### src/rtl/pwr_seq_pkg.sv
`timescale 1ns/1ps
package pwr_seq_pkg;

  typedef enum logic [1:0] {
    PM_RUN  = 2'd0,
    PM_IDLE = 2'd1,
    PM_DOWN = 2'd2
  } pmode_e;

  // Number of oscillator edges the reset pin must stay high.
  function automatic int unsigned qual_periods(input int unsigned per_mc,
                                               input int unsigned n_mc);
    return per_mc * n_mc;
  endfunction

  // Mode transition rule; deep sleep wins over light sleep.
  function automatic pmode_e next_mode(input pmode_e cur,
                                       input logic   idle_set,
                                       input logic   down_set,
                                       input logic   wake,
                                       input logic   mc_edge);
    pmode_e nxt;
    nxt = cur;
    case (cur)
      PM_RUN: begin
        if (down_set)      nxt = PM_DOWN;
        else if (idle_set) nxt = PM_IDLE;
      end
      PM_IDLE: if (wake && mc_edge) nxt = PM_RUN;
      PM_DOWN: nxt = PM_DOWN;
      default: nxt = PM_RUN;
    endcase
    return nxt;
  endfunction

endpackage

### src/rtl/rst_qualifier.sv
`timescale 1ns/1ps
module rst_qualifier #(
  parameter int unsigned QUAL = 24
) (
  input  logic clk,
  input  logic rst_pin,
  output logic core_rst
);
  localparam int unsigned CW = $clog2(QUAL + 1);

  logic          sync_a;
  logic          sync_b;
  logic [CW-1:0] hi_cnt;

  always_ff @(posedge clk) begin
    sync_a <= rst_pin;
    sync_b <= sync_a;
  end

  // Saturating run-length counter of synchronised high samples.
  always_ff @(posedge clk) begin
    if (!sync_b)                  hi_cnt <= '0;
    else if (hi_cnt != CW'(QUAL)) hi_cnt <= hi_cnt + 1'b1;
  end

  assign core_rst = (hi_cnt == CW'(QUAL));
endmodule

### src/rtl/osc_divider.sv
`timescale 1ns/1ps
module osc_divider #(
  parameter int unsigned MC_PERIODS = 12
) (
  input  logic clk,
  input  logic rst,
  output logic phase_clk,
  output logic mc_last
);
  localparam int unsigned MW = $clog2(MC_PERIODS);

  logic [MW-1:0] mc_cnt;

  always_ff @(posedge clk) begin
    if (rst) begin
      phase_clk <= 1'b0;
      mc_cnt    <= '0;
    end else begin
      phase_clk <= ~phase_clk;
      mc_cnt    <= mc_last ? '0 : mc_cnt + 1'b1;
    end
  end

  assign mc_last = (mc_cnt == MW'(MC_PERIODS - 1));
endmodule

### src/rtl/mode_fsm.sv
`timescale 1ns/1ps
module mode_fsm
  import pwr_seq_pkg::*;
#(
  parameter int unsigned IRQ_W = 4
) (
  input  logic             clk,
  input  logic             rst,
  input  logic             idle_wr,
  input  logic             pd_wr,
  input  logic [IRQ_W-1:0] irq_req,
  input  logic [IRQ_W-1:0] irq_en,
  input  logic             mc_last,
  output pmode_e           mode,
  output logic             enter_pd,
  output logic             wake_exit
);
  logic [IRQ_W-1:0] armed_lines;
  logic             wake_now;
  logic             wake_hold;
  logic             wake_any;
  pmode_e           mode_nxt;

  for (genvar i = 0; i < IRQ_W; i++) begin : g_line
    assign armed_lines[i] = irq_req[i] & irq_en[i];
  end

  assign wake_now = |armed_lines;
  assign wake_any = wake_now | wake_hold;
  assign mode_nxt = next_mode(mode, idle_wr, pd_wr, wake_any, mc_last);

  assign enter_pd  = (mode == PM_RUN)  && (mode_nxt == PM_DOWN);
  assign wake_exit = (mode == PM_IDLE) && (mode_nxt == PM_RUN);

  always_ff @(posedge clk) begin
    if (rst) begin
      mode      <= PM_RUN;
      wake_hold <= 1'b0;
    end else begin
      mode      <= mode_nxt;
      wake_hold <= (mode == PM_IDLE) && wake_any && !wake_exit;
    end
  end
endmodule

### src/rtl/pwr_seq_ctrl.sv
`timescale 1ns/1ps
module pwr_seq_ctrl
  import pwr_seq_pkg::*;
#(
  parameter int unsigned IRQ_W      = 4,
  parameter int unsigned MC_PERIODS = 12,
  parameter int unsigned RST_MCS    = 2
) (
  input  logic             osc_clk,
  input  logic             rst_pin,
  input  logic             ea_strap,
  input  logic [IRQ_W-1:0] irq_req,
  input  logic [IRQ_W-1:0] irq_en,
  input  logic             idle_wr,
  input  logic             pd_wr,
  output logic             phase_clk,
  output logic             core_rst,
  output logic             cpu_clk_en,
  output logic             per_clk_en,
  output logic             osc_run,
  output logic             ea_latched
);
  localparam int unsigned QUAL = qual_periods(MC_PERIODS, RST_MCS);

  pmode_e mode;
  logic   mc_last;
  logic   enter_pd;
  logic   wake_exit;

  rst_qualifier #(.QUAL(QUAL)) u_qual (
    .clk      (osc_clk),
    .rst_pin  (rst_pin),
    .core_rst (core_rst)
  );

  osc_divider #(.MC_PERIODS(MC_PERIODS)) u_div (
    .clk       (osc_clk),
    .rst       (core_rst),
    .phase_clk (phase_clk),
    .mc_last   (mc_last)
  );

  mode_fsm #(.IRQ_W(IRQ_W)) u_fsm (
    .clk       (osc_clk),
    .rst       (core_rst),
    .idle_wr   (idle_wr),
    .pd_wr     (pd_wr),
    .irq_req   (irq_req),
    .irq_en    (irq_en),
    .mc_last   (mc_last),
    .mode      (mode),
    .enter_pd  (enter_pd),
    .wake_exit (wake_exit)
  );

  always_ff @(posedge osc_clk) begin
    if (core_rst) ea_latched <= ea_strap;
  end

  assign cpu_clk_en = (mode == PM_RUN);
  assign per_clk_en = (mode != PM_DOWN);
  // The pin restarts a stopped oscillator so qualification can proceed.
  assign osc_run    = (mode != PM_DOWN) | rst_pin;
endmodule

### config.mk
export PLATFORM = sky130hd
export DESIGN_NAME = pwr_seq_ctrl
export DESIGN_NICKNAME = d
export VERILOG_FILES = /design/src/rtl/pwr_seq_pkg.sv /design/src/rtl/rst_qualifier.sv /design/src/rtl/osc_divider.sv /design/src/rtl/mode_fsm.sv /design/src/rtl/pwr_seq_ctrl.sv
export SDC_FILE = /design/constraint.sdc
export NUM_CORES = 1
export LEC_CHECK = 0
export BUFFER_PORTS_ARGS = -buffer_cell sky130_fd_sc_hd__buf_2
export CAP_MARGIN = 20
export CORE_MARGIN = 10
export CORE_UTILIZATION = 45
export CTS_CLUSTER_DIAMETER = 50
export CTS_CLUSTER_SIZE = 40
export DETAILED_ROUTE_END_ITERATION = 10
export PLACE_DENSITY = 0.7
export SYNTH_ARGS = -nofsm -noshare
export SYNTH_HDL_FRONTEND = slang
export SYNTH_HIERARCHICAL = 1
export SYNTH_SLANG_ARGS = --single-unit
### constraint.sdc
create_clock -name osc_clk -period 4 [get_ports osc_clk]
set_clock_uncertainty 0.05 [all_clocks]
set_input_delay 0.4 -clock osc_clk [delete_from_list [all_inputs] [get_ports osc_clk]]
set_output_delay 0.4 -clock osc_clk [all_outputs]
set_load 0.01 [all_outputs]
==> out/qor.yml <==
syn_to_final_growth_pct: 19.74
slowest_stage: "and4b_1"
final.setup.tns_ps: 0
path_delay_family: "simple AND/OR/NAND/NOR gates"
syn_nets: 81
final_cell_mix: "buf_2 (18), dfxtp_1 (15), nand2_1 (6)"
dieArea_um2: 3460
rsz0062_at_grt: "no"
place_congestion: 0.7145
reg2reg_depth: 5
drive_gt1_frac: 0.2907
port_buffers: 18
irDropWorstVdd_uv: 217.3
crit_chain: "inv_1, ha_1, and4b_1, buf_2"
core_um2: 1366
p_leak_nw: 0.3731
clk_latency_ps: 280
wl_um: 1265
power.density_nw_per_um2: 479.8
min_path_cells: 1
maxCapViolCount: 0
start_kind: "flip-flop"
grt-ovfl-total: 0
grt_use_total: 0.08114
outcome: "complete, no violations"
worstPathRequired_ps: 3550
fin_util: 0.5943
cp.depth: 4
relSlewSlack: 0.6254
die_h_um: 58.82
setup_violations: 0
critPathArrivalTime_ps: 1620
cts_setup_buffers: 0
min_from: "rst_pin"
drv_slew: 0
drtIter0Drc: 7
grt_pass1_vias: 522
final.min_clock_period_ps: 2072
max_freq_mhz: 482.5
start_util: 0.4963
period_share: 0.5181
antenna_found_initial: 0
hold_viol: 0
slowest_delay_ps: 550
critPathBufInv: 2
worst_pin_slew_ps: 561.5
firstDrtPassIters: 4
synthCells: 65
syn-cell-area_um2: 678.2
fin_nets: 103
drc: 0
ios: 19
viasPerCell: 5.109
cts.sinks: 16
r2r_start: "u_qual/hi_cnt[0]"
hp-class: "in2reg"
htreeDepth: 1
place_hpwl_um: 973.4
endpoint_kind: "primary output"
grt_pass1_wl_um: 2214
postCtsHoldBufs: 0
clockBufferDepth: 2
clk_pin_slew_ps: 90
grt_max_degree: 15
synth_warnings: 6
fp-row-count: 13
antennaDiodeCount: 0
cts-root-buf: "clkbuf_4"
routedWlPerCell_um: 12.52
fp.dieW_um: 58.82
cts_buffers: 3
cts_resized: 0
critPathKind: "reg2out"
final_common_cell: "buf_2"
timing.critical_path.fanout_max: 14
vias: 516
syn_avg_cell_area_um2: 10.43
crit_start: "u_qual/hi_cnt[0]"
antenna_left: 0
tritoncts: "done"
[cell type report]
type / count / area, um2
clock buffer: 4 / 36.28
fill: 140 / 554.3
inverter: 2 / 7.507
multi-input combinational: 46 / 329.1
sequential: 16 / 330.3
tap: 15 / 18.77
timing repair buffer: 18 / 90.09
[flip-flops by register name, summed over array words and instances (netlist names)]
name             cells
ea_latched           1
u_div/mc_cnt         4
u_div/phase_clk      1
u_fsm/mode           2
u_fsm/wake_hold      1
u_qual/hi_cnt        5
u_qual/sync_a        1
u_qual/sync_b        1
[report_power, final]
group          leakage, nW  total [mW]  switching, mW  internal (mW)
combinational        0.219      0.0785         0.0289         0.0496
clock               0.0210       0.105         0.0500         0.0554
sequential           0.133       0.206         0.0205          0.185
total                0.373       0.390         0.0993          0.290
[final timing paths]
path / endpoint / slack, ps
setup reg to reg: u_fsm/wake_hold / 2230
hold reg to reg: u_qual/sync_b / 290
setup / recovery: core_rst / 1930
hold / removal: u_qual/sync_a / 180
[metrics by stage]
stage | setup WS [ps] | hold slack [ps] | total power, mW | area, um2 | instances
floorplan | 2434 | 259.6 | 0.2678 | 678.2 | 65
global placement | 2275 | 268.1 | 0.2855 | 775.7 | 97
detailed placement | 2250 | 266.4 | 0.2891 | 775.7 | 97
CTS | 1932 | 176.1 | 0.3946 | 812.0 | 101
global route | 1797 | 170.2 | 0.4165 | 812.0 | 101
finish | 1928 | 181.5 | 0.3896 | 812.0 | 101
[worst reg2reg max path, delay by kind of cell (launching register included)]
| family | cells | cell delay, ps |
|---|---|---|
| AOI/OAI and AO/OA | 1 | 120 |
| adders and majority gates | 1 | 190 |
| buffers and inverters | 1 | 60 |
| DFF | 1 | 390 |
| and+or+nand+nor | 2 | 890 |
[per-layer routing]
metal  vias up  GRT usage  wire (um)
met5         -          0          0
met4         0    0.04918         17
met3         2    0.03004         56
met2        12     0.1186        554
met1       229    0.09792        637
li1        273          -          -
Power figures use the tool's default switching activity.
